==> config.mk <==
export PLATFORM = sky130hd
export DESIGN_NAME = ddr_cmd_monitor
export DESIGN_NICKNAME = d
export VERILOG_FILES = /design/src/rtl/ddrmon_pkg.sv /design/src/rtl/ddrmon_decode.sv /design/src/rtl/ddrmon_bank.sv /design/src/rtl/ddr_cmd_monitor.sv
export SDC_FILE = /design/constraint.sdc
export NUM_CORES = 1
export LEC_CHECK = 0
export BUFFER_PORTS_ARGS = -buffer_cell sky130_fd_sc_hd__buf_4
export CORE_MARGIN = 4
export CORE_UTILIZATION = 50
export CTS_CLUSTER_DIAMETER = 60
export DETAILED_ROUTE_END_ITERATION = 10
export GPL_TIMING_DRIVEN = 1
export PLACE_DENSITY_LB_ADDON = 0.15
export SETUP_SLACK_MARGIN = 0.15
export SYNTH_ARGS = -nofsm -noshare
export SYNTH_HDL_FRONTEND = slang
export SYNTH_HIERARCHICAL = 1
export SYNTH_SLANG_ARGS = --single-unit
==> constraint.sdc <==
create_clock -name clk -period 5.7 [get_ports clk]
set_input_delay 0.57 -clock clk [delete_from_list [all_inputs] [get_ports clk]]
set_output_delay 0.57 -clock clk [all_outputs]
set_load 0.1 [all_outputs]
==> src/rtl/ddrmon_pkg.sv <==
package ddrmon_pkg;
  localparam int NUM_BANKS = 4;

  typedef enum logic [2:0] {
    CMD_NOP = 3'd0,
    CMD_MRS = 3'd1,
    CMD_REF = 3'd2,
    CMD_ACT = 3'd3,
    CMD_RD  = 3'd4,
    CMD_WR  = 3'd5,
    CMD_BST = 3'd6,
    CMD_PRE = 3'd7
  } cmd_e;

  typedef enum logic [2:0] {
    ERR_NONE  = 3'd0,
    ERR_MRD   = 3'd1,
    ERR_IDLE  = 3'd2,
    ERR_STATE = 3'd3,
    ERR_WAP   = 3'd4,
    ERR_RCD   = 3'd5,
    ERR_RAS   = 3'd6,
    ERR_ACT   = 3'd7
  } err_e;
endpackage

==> src/rtl/ddrmon_decode.sv <==
module ddrmon_decode
  import ddrmon_pkg::*;
(
  input  logic cke,
  input  logic cs_n,
  input  logic ras_n,
  input  logic cas_n,
  input  logic we_n,
  output cmd_e cmd
);
  always_comb begin
    cmd = CMD_NOP;
    if (cke && !cs_n) begin
      case ({ras_n, cas_n, we_n})
        3'b000:  cmd = CMD_MRS;
        3'b001:  cmd = CMD_REF;
        3'b011:  cmd = CMD_ACT;
        3'b101:  cmd = CMD_RD;
        3'b100:  cmd = CMD_WR;
        3'b110:  cmd = CMD_BST;
        3'b010:  cmd = CMD_PRE;
        default: cmd = CMD_NOP;
      endcase
    end
  end
endmodule

==> src/rtl/ddrmon_bank.sv <==
module ddrmon_bank
  import ddrmon_pkg::*;
#(
  parameter int T_RCD     = 3,
  parameter int T_RAS     = 6,
  parameter int T_RC      = 9,
  parameter int T_RP      = 3,
  parameter int BURST_LEN = 4
) (
  input  logic clk,
  input  logic rst_n,
  input  cmd_e cmd,
  input  logic sel,
  input  logic a10,
  output logic is_open,
  output logic wap_busy,
  output logic v_state,
  output logic v_rcd,
  output logic v_ras,
  output logic v_act
);
  localparam int HALF = BURST_LEN / 2;
  localparam int BLK  = HALF + T_RP;
  localparam int AW   = $clog2(T_RC + 1);
  localparam int BW   = $clog2(BLK + 1);
  localparam logic [AW-1:0] AGE_SAT  = AW'(T_RC);
  localparam logic [BW-1:0] BLK_INIT = BW'(BLK - 1);
  localparam logic [BW-1:0] RP_LIM   = BW'(T_RP);

  logic          open_q, open_d;
  logic [AW-1:0] age_q, age_d;
  logic [BW-1:0] blk_q, blk_d;
  logic          age_en, blk_en;
  logic          hit_act, hit_pre, hit_col, hit_wap;

  assign hit_act = (cmd == CMD_ACT) && sel;
  assign hit_pre = (cmd == CMD_PRE) && (sel || a10);
  assign hit_col = ((cmd == CMD_RD) || (cmd == CMD_WR)) && sel;
  assign hit_wap = (cmd == CMD_WR) && sel && a10;

  always_comb begin
    open_d = open_q;
    if (hit_act)                open_d = 1'b1;
    else if (hit_pre)           open_d = 1'b0;
    else if (hit_col && a10)    open_d = 1'b0;

    age_en = hit_act || (age_q < AGE_SAT);
    age_d  = hit_act ? AW'(1) : age_q + AW'(1);

    blk_en = hit_wap || (blk_q != '0);
    blk_d  = hit_wap ? BLK_INIT : blk_q - BW'(1);
  end

  always_ff @(posedge clk or negedge rst_n) begin
    if (!rst_n) begin
      open_q <= 1'b0;
      age_q  <= AGE_SAT;
      blk_q  <= '0;
    end else begin
      open_q <= open_d;
      if (age_en) age_q <= age_d;
      if (blk_en) blk_q <= blk_d;
    end
  end

  assign is_open  = open_q;
  assign wap_busy = blk_q > RP_LIM;
  assign v_state  = (hit_col && !open_q) || (hit_act && open_q);
  assign v_rcd    = hit_col && open_q && (age_q < AW'(T_RCD));
  assign v_ras    = hit_pre && open_q && (age_q < AW'(T_RAS));
  assign v_act    = hit_act && ((age_q < AGE_SAT) || (blk_q != '0));
endmodule

==> src/rtl/ddr_cmd_monitor.sv <==
module ddr_cmd_monitor
  import ddrmon_pkg::*;
#(
  parameter int T_RCD     = 3,
  parameter int T_RRD     = 2,
  parameter int T_RAS     = 6,
  parameter int T_RC      = 9,
  parameter int T_RP      = 3,
  parameter int T_MRD     = 2,
  parameter int BURST_LEN = 4
) (
  input  logic       clk,
  input  logic       rst_n,
  input  logic       cke,
  input  logic       cs_n,
  input  logic       ras_n,
  input  logic       cas_n,
  input  logic       we_n,
  input  logic [1:0] ba,
  input  logic       a10,
  input  logic       err_clr,
  output logic [2:0] cmd_q,
  output logic [3:0] bank_open,
  output logic       err_hit,
  output logic [2:0] err_code
);
  localparam int MW = $clog2(T_MRD + 1);
  localparam int RW = $clog2(T_RRD + 1);
  localparam logic [RW-1:0] RRD_SAT = RW'(T_RRD);

  cmd_e cmd;
  logic [NUM_BANKS-1:0] open_w, busy_w, vs_w, vrcd_w, vras_w, vact_w;

  ddrmon_decode u_dec (
    .cke(cke), .cs_n(cs_n), .ras_n(ras_n), .cas_n(cas_n), .we_n(we_n), .cmd(cmd)
  );

  for (genvar g = 0; g < NUM_BANKS; g++) begin : g_bank
    ddrmon_bank #(
      .T_RCD(T_RCD), .T_RAS(T_RAS), .T_RC(T_RC), .T_RP(T_RP), .BURST_LEN(BURST_LEN)
    ) u_bank (
      .clk(clk), .rst_n(rst_n), .cmd(cmd), .sel(ba == 2'(g)), .a10(a10),
      .is_open(open_w[g]), .wap_busy(busy_w[g]), .v_state(vs_w[g]),
      .v_rcd(vrcd_w[g]), .v_ras(vras_w[g]), .v_act(vact_w[g])
    );
  end

  logic [MW-1:0] mrd_q, mrd_d;
  logic          mrd_en;
  logic [RW-1:0] rrd_q, rrd_d;
  logic          rrd_en;
  logic [1:0]    last_ba_q;
  logic          v_mrd, v_idle, v_wap, v_rrd, is_col;
  err_e          code_d;
  logic [2:0]    code_nx;

  assign is_col = (cmd == CMD_RD) || (cmd == CMD_WR);
  assign v_mrd  = (cmd != CMD_NOP) && (mrd_q != '0);
  assign v_idle = ((cmd == CMD_MRS) || (cmd == CMD_REF)) && (|open_w);
  assign v_wap  = is_col && (|busy_w);
  assign v_rrd  = (cmd == CMD_ACT) && (ba != last_ba_q) && (rrd_q < RRD_SAT);

  always_comb begin
    mrd_en = (cmd == CMD_MRS) || (mrd_q != '0);
    mrd_d  = (cmd == CMD_MRS) ? MW'(T_MRD - 1) : mrd_q - MW'(1);
    rrd_en = (cmd == CMD_ACT) || (rrd_q < RRD_SAT);
    rrd_d  = (cmd == CMD_ACT) ? RW'(1) : rrd_q + RW'(1);

    code_d = ERR_NONE;
    if (v_mrd)                   code_d = ERR_MRD;
    else if (v_idle)             code_d = ERR_IDLE;
    else if (|vs_w)              code_d = ERR_STATE;
    else if (v_wap)              code_d = ERR_WAP;
    else if (|vrcd_w)            code_d = ERR_RCD;
    else if (|vras_w)            code_d = ERR_RAS;
    else if ((|vact_w) || v_rrd) code_d = ERR_ACT;

    code_nx = err_code;
    if (err_clr || (err_code == 3'd0)) code_nx = code_d;
  end

  always_ff @(posedge clk or negedge rst_n) begin
    if (!rst_n) begin
      mrd_q     <= '0;
      rrd_q     <= RRD_SAT;
      last_ba_q <= '0;
      cmd_q     <= '0;
      err_hit   <= 1'b0;
      err_code  <= '0;
    end else begin
      if (mrd_en) mrd_q <= mrd_d;
      if (rrd_en) rrd_q <= rrd_d;
      if (cmd == CMD_ACT) last_ba_q <= ba;
      cmd_q    <= cmd;
      err_hit  <= (code_d != ERR_NONE);
      err_code <= code_nx;
    end
  end

  assign bank_open = open_w;
endmodule

==> key figures, run 1 <==
Run status
  • Status: finished, final reports clean

Synthesis
  • Post-synth cell types: 52
  • Syn nets: approximately 330
  • Largest family of logic cells by synthesized area: simple AND/OR/NAND/NOR gates
  • Synth Area in Adders: 0.09154
  • Synth Instances: around 300
  • Yosys reg bits: 45
  • Mapped cell area: 2870 um^2
  • Top cell type's share of synthesized area: 0.3139
  • Xor/xnor share of the synthesized area: 0.02746
  • Top FF cell, synth: dfrtp_1
  • Seq/Total Area, Yosys: 0.3963
  • Yosys top cell by area: dfrtp_1
  • Synth Area in Compound Gates: 0.2062
  • Syn avg cell area: between 9 and 10 um^2
  • EDFF count, synth: 0
  • YS warnings: 6
  • Synth area leaders: dfrtp_1, ha_1, dfstp_2
  • Simple-gate share of the synthesized area: 0.2258
  • Mux share of post-synthesis cell area: 0.007847
  • Asr flop ratio synth: 1.000

STA
  • Final Hold Fails: 0
  • Final setup viols: 0
  • Setup TNS: 0 ns
  • Worst Skew: 0.01251 ns
  • Minimum clock period: 2.839 ns
  • Setup ws final: 2.861 ns
  • Period utilization: 0.4981
  • Max Slew Vio Count: 0
  • Slew HR: 0.3640
  • Worst slew pin tran: 0.9540 ns
  • RSZ-0062 raised after global routing: no
  • Fmax: 352.2 MHz

Global routing
  • Initial antenna violation count: 0
  • Number of global-route vias before repair: 2076
  • Total overflow reported by the global router: 0
  • Pin count of the biggest net entering global routing: 46
  • Total GRT Usage: 0.1675
  • Global-route wire length before repair: 9653 um

Clocking
  • CTS resizes: 0
  • Post-CTS Hold Buffers: 0
  • Clock Path Buffers: 2
  • Clock root cell: clkbuf_8
  • Clock tree sinks: 45
  • Total CTS buffers: 5
  • Setup Fix Bufs, Post-CTS: 0
  • CTS tree: yes
  • Clock transition at the registers of the reported paths: 0.08 ns
  • H-tree lvl count: 2
  • Worst skew pair latency: 0.30 ns

Cells and area
  • Area grow syn2layout: 11.16%
  • Register Area: 1137 um^2
  • # nets final: about 350
  • # fillers: 506
  • Share of cells above drive strength 1: 0.2050
  • Area occupied by multi-input gates: between 1500 and 2000 um^2
  • Antenna cells: 0

Pwr
  • PwrDens: 428.0 nW/um^2
  • Reg power frac: 0.406
  • Internal power of the cells: 793.8 uW
  • Switching share of power: 0.4188
  • Comb pwr share: 0.456
  • Switching power: 571.9 uW
  • VDD IR max: 0.2742 mV
  • Clock power share: 0.138
  • Static Leak: about 1.5 nW

Critical path
  • WP data arrival: 3.04 ns
  • Worst Setup Path Type: input port to flop
  • Crit end category: flop
  • Critical Path RT: 5.90 ns
  • Reg2Reg Setup Slack: around 3.5 ns
  • Maximum fanout along the worst path: 23
  • Critical Path Start Type: input port

Die
  • Core ar.: 5540 um^2
  • FP Rows: 27
  • Die ar.: 7017 um^2
  • Overall die width: about 84 um
  • Starting Density: 0.5181
  • IO Pins: 22
  • Die H: 83.77 um

Placement
  • Placer's final routability congestion estimate: 0.8483
  • Setup WS pre-CTS: 2.582 ns
  • Buffers on Ports: 21
  • Dpl hpwl: ~4200 um

Flow run
  • Maxcap violations: 0

Detailed routing
  • DRT Pass-1 Iters: 4
  • WL/cell: approximately 14 um
  • Residual DRC: 0
  • Initial drt markers: 113
  • Via count: 2206
  • Antenna-violating nets left: 0
  • Drt total wl: 5608 um
  • Vias per cell: about 5.6

Worst hold path
  • Hold crit path type: input port to asynchronous set/reset pin
[cells in the mapped netlist (5+ instances only)]
library cell	instances
ha_1	21
a21o_1	5
inv_1	28
a21oi_1	15
nor4_1	9
or3_1	8
o21ai_0	13
nand2_1	15
nand2b_1	14
a211oi_1	8
dfrtp_1	36
xnor2_1	8
nor2_1	26
dfstp_2	9
[power by group through the flow]
stage	sequential, mW	clock (mW)	combinational, mW
2_1_floorplan	0.627	0	0.415
4_1_cts	0.555	0.197	0.633
6_report	0.554	0.188	0.623
3_3_place_gp	0.558	0	0.612
3_5_place_dp	0.561	0	0.630
5_1_grt	0.576	0.211	0.703
[cells by family (layout without fill, tap and decap cells)]
logic type,count (synthesis),in the layout
flops,45,45
simple gates,106,106
compound gates,80,80
fa+ha+maj,21,21
xor+xnor,9,9
buf+inv,33,59
mux,2,2
[routing by layer]
layer | GRT usage | part of all wire | vias up
met5 | 0 | 0 | -
met2 | 0.2661 | 0.46 | 35
met3 | 0.03653 | 0.035 | 8
met1 | 0.2311 | 0.49 | 1044
met4 | 0.04532 | 0.016 | 0
li1 | - | - | 1119
[state kept, by name, summed over array words and instances, names as in the netlist]
register and count:
cmd_q 3, err_hit 1, g_bank.u_bank/blk_q 12, g_bank.u_bank/age_q 16, err_code 3, mrd_q 2
rrd_q 2, last_ba_q 2, g_bank.u_bank/is_open 4
[worst max-delay path: stages]
cell and delay [ns]:
buf_4 0.11, nand2b_1 0.16, a21oi_2 0.76, and4b_1 0.37, nand2_1 0.09, o21ai_0 0.08
nor4_1 0.43, o31ai_2 0.17, o32ai_2 0.28
[worst paths after layout]
kind | cells after the start | end | start
max in group asynchronous | 1 | g_bank[0].u_bank/age_q[0] | rst_n
worst min register to register | 1 | rrd_q[1] | rrd_q[0]
worst min-delay path | 1 | g_bank[2].u_bank/blk_q[2] | rst_n
worst max register to register | 7 | err_code[0] | g_bank[1].u_bank/age_q[0]
min in group clk | 1 | rrd_q[1] | rrd_q[0]
worst max-delay path | 9 | err_code[2] | we_n
[through the flow]
step	cells	power, mW	utilization	area (um^2)	hold WS, ns
3_5_place_dp	386	1.191	0.5612	3109	0.5025
6_report	394	1.366	0.5759	3191	0.2595
2_1_floorplan	296	1.042	-	2870	0.2744
5_1_grt	394	1.490	0.5759	3191	0.3037
3_3_place_gp	386	1.170	0.5612	3109	0.4813
4_1_cts	394	1.385	0.5759	3191	0.2819
[placed cells by master (no fill, tap or decap), drive strengths merged, types with 10 or more instances in the layout]
| master | n |
|---|---|
| dfrtp | 36 |
| nand2 | 15 |
| nor4 | 10 |
| a211oi | 10 |
| nor2 | 26 |
| nand2b | 15 |
| buf | 23 |
| ha | 21 |
| o21ai | 14 |
| inv | 28 |
| a21oi | 16 |
[final cells by class]
class,instances,area share
sequential,45,0.3565
clock inverter,1,0.001569
clock buffer,7,0.02392
inverter,28,0.03294
tap,72,0.02824
multi-input combinational,218,0.5027
timing repair buffer,23,0.05412
Power figures use the tool's default switching activity.
==> run 2: changes to the inputs <==
==> constraint.sdc (replaced) <==
create_clock -name clk -period 2.8 [get_ports clk]
set_input_delay 0.28 -clock clk [delete_from_list [all_inputs] [get_ports clk]]
set_output_delay 0.28 -clock clk [all_outputs]
set_load 0.1 [all_outputs]
==> run 2 against run 1 <==
Effect of this change: final area increased by 0.82%; sequential share of layout area fell by 0.29 points; sequential cell count unchanged; die area stayed put.
==> key figures, run 2 (synthesis results as in run 1) <==
Critical path
  • R2r worst-path depth: 8
  • Reg2Reg Setup Slack: 0.56 ns
  • Critical Path RT: 2.97 ns
  • WP depth: 8
  • Cell family with most CP delay: simple AND/OR/NAND/NOR gates
  • CP peak stage delay: 0.57 ns
  • Worst path cell trace: inv_1 > ha_1 > nor2b_2 > o31a_2 > nor4_1 > nand2_1 > nor3_1 > o32ai_2
  • CP max-delay cell: dfstp_2
  • R2R Path End: err_code[2]
  • Critical Path Start Type: flop
  • Worst reg2reg startpoint: g_bank[0].u_bank/age_q[0]
  • Crit end category: flop
  • Maximum fanout along the worst path: 5
  • Buf/Inv on CP: 1
  • WP data arrival: 2.41 ns
  • Worst Setup Path Type: flop to flop

Global routing
  • Global-route wire length before repair: a little over 10000 um
  • GR Layer Usage met2: 0.2943
  • Met3 usage: 0.03554
  • Initial antenna violation count: 0
  • Total GRT Usage: 0.1759
  • Total overflow reported by the global router: 0
  • Grt met1 use: 0.2298
  • Number of global-route vias before repair: 2153
  • Pin count of the biggest net entering global routing: 46
  • Busiest layer in global routing: met2

Worst hold path
  • Hold crit path type: input port to flop
  • Hold Path End: err_code[2]
  • Hold_sp: err_clr
  • Hold Path Cell Cnt: 2

Die
  • Overall die width: about 84 um
  • Core ar.: 5540 um^2
  • Starting Density: 0.5181
  • Die H: 83.77 um
  • IO Pins: 22
  • Die ar.: between 7000 and 8000 um^2
  • FP Rows: 27

Placement
  • Dpl hpwl: around 4300 um
  • Buffers on Ports: 21
  • Placer's final routability congestion estimate: 0.7979
  • Dpl cells: 388
  • Setup WS pre-CTS: 0.2437 ns
  • Area after DPL: 3124 um^2

Detailed routing
  • DRT Pass-1 Iters: 4
  • Antenna-violating nets left: 0
  • Via count: 2219
  • Residual DRC: 0
  • Drt total wl: 5735 um
  • Initial drt markers: 90
  • WL/cell: 14.45 um
  • Vias per cell: 5.589

STA
  • Minimum clock period: 2.238 ns
  • Worst Skew: between 0.005 and 0.006 ns
  • Fmax: ~450 MHz
  • Setup ws final: 0.5620 ns
  • Final setup viols: 0
  • Worst hold slack: 0.2111 ns
  • Max Slew Vio Count: 0
  • Setup TNS: 0 ns
  • RSZ-0062 raised after global routing: no
  • Final Hold Fails: 0
  • Worst slew pin tran: 0.5665 ns
  • Slew HR: 0.6223
  • Period utilization: 0.7993

Pwr
  • Static Leak: between 1.5 and 2 nW
  • Total power: 2.790 mW
  • PwrDens: 867.2 nW/um^2
  • VDD IR max: around 0.56 mV

Cells and area
  • Final cell count without fillers: slightly below 400
  • Reg with most FFs: g_bank.u_bank/age_q
  • Max reg flops: 16
  • Core Util, Final: 0.5806
  • Antenna cells: 0
  • # nets final: 356
  • Share of cells above drive strength 1: 0.2123
  • Commonest non-fill, non-tap cell in the layout: dfrtp_1
  • Area grow syn2layout: 12.08%
  • Commonest cells after routing, fill and taps aside: dfrtp_1, inv_1, nor2_1
  • Final instance area: 3217 um^2

Clocking
  • Setup Fix Bufs, Post-CTS: 0
  • Clock Path Buffers: 2
  • Total CTS buffers: 5
  • Clock transition at the registers of the reported paths: approximately 0.080 ns
  • Clock tree sinks: between 40 and 50
  • CTS resizes: 0
  • H-tree lvl count: 2
  • Worst skew pair latency: 0.30 ns
  • Clock root cell: clkbuf_8
  • CTS tree: yes

Run status
  • Status: finished, final reports clean

Flow run
  • Maxcap violations: 0
## run 2: cell count changes in the layout (fill, tap and decap cells not counted)
cell / change
buf_4: +2
dlygate4sd3_1: +1
clkinv_2: +1
clkbuf_1: -1
## run 2: worst max-delay path by stage
stage / endpoint / startpoint
5_1_grt: err_code[2] / g_bank[0].u_bank/age_q[0]
6_report: err_code[2] / g_bank[0].u_bank/age_q[0]
2_1_floorplan: err_code[2] / we_n
3_5_place_dp: err_code[2] / we_n
3_3_place_gp: err_code[2] / we_n
4_1_cts: err_code[2] / g_bank[0].u_bank/age_q[0]
## run 2: area by class of cell
| cell class | instances | area [um^2] |
|---|---|---|
| flip-flops and latches | 45 | 1137 |
| inverters | 28 | 105.1 |
| well taps | 72 | 90.09 |
| fillers | 502 | 2323 |
| clock inverters | 2 | 10.01 |
| multi-input cells | 218 | 1604 |
| clock buffers | 6 | 72.57 |
| repair buffers | 26 | 197.7 |
## run 2: worst register-to-register path: cells and delay by family, from the launching register on
kind	cells	cell delay (ns)
simple gates	4	0.83
fa+ha+maj	1	0.20
compound gates	2	0.47
flops	1	0.57
buf+inv	1	0.05
## run 2: timing repair
item                                    in CTS  in global routing
endpoints found under the setup margin       0                  0
hold buffers                                 1                  0
hold endpoints to repair                    30                  0
## run 2: metal layers
metal,vias up,share of wire
li1,1122,-
met1,1052,0.47
met2,35,0.48
met3,10,0.034
met4,0,0.018
met5,-,0
## run 2: where the power goes
group,total [mW],leakage (nW),switching (mW),internal (mW)
registers,1.13,0.530,0.222,0.907
clock network,0.389,0.0450,0.216,0.173
logic,1.27,0.941,0.737,0.535
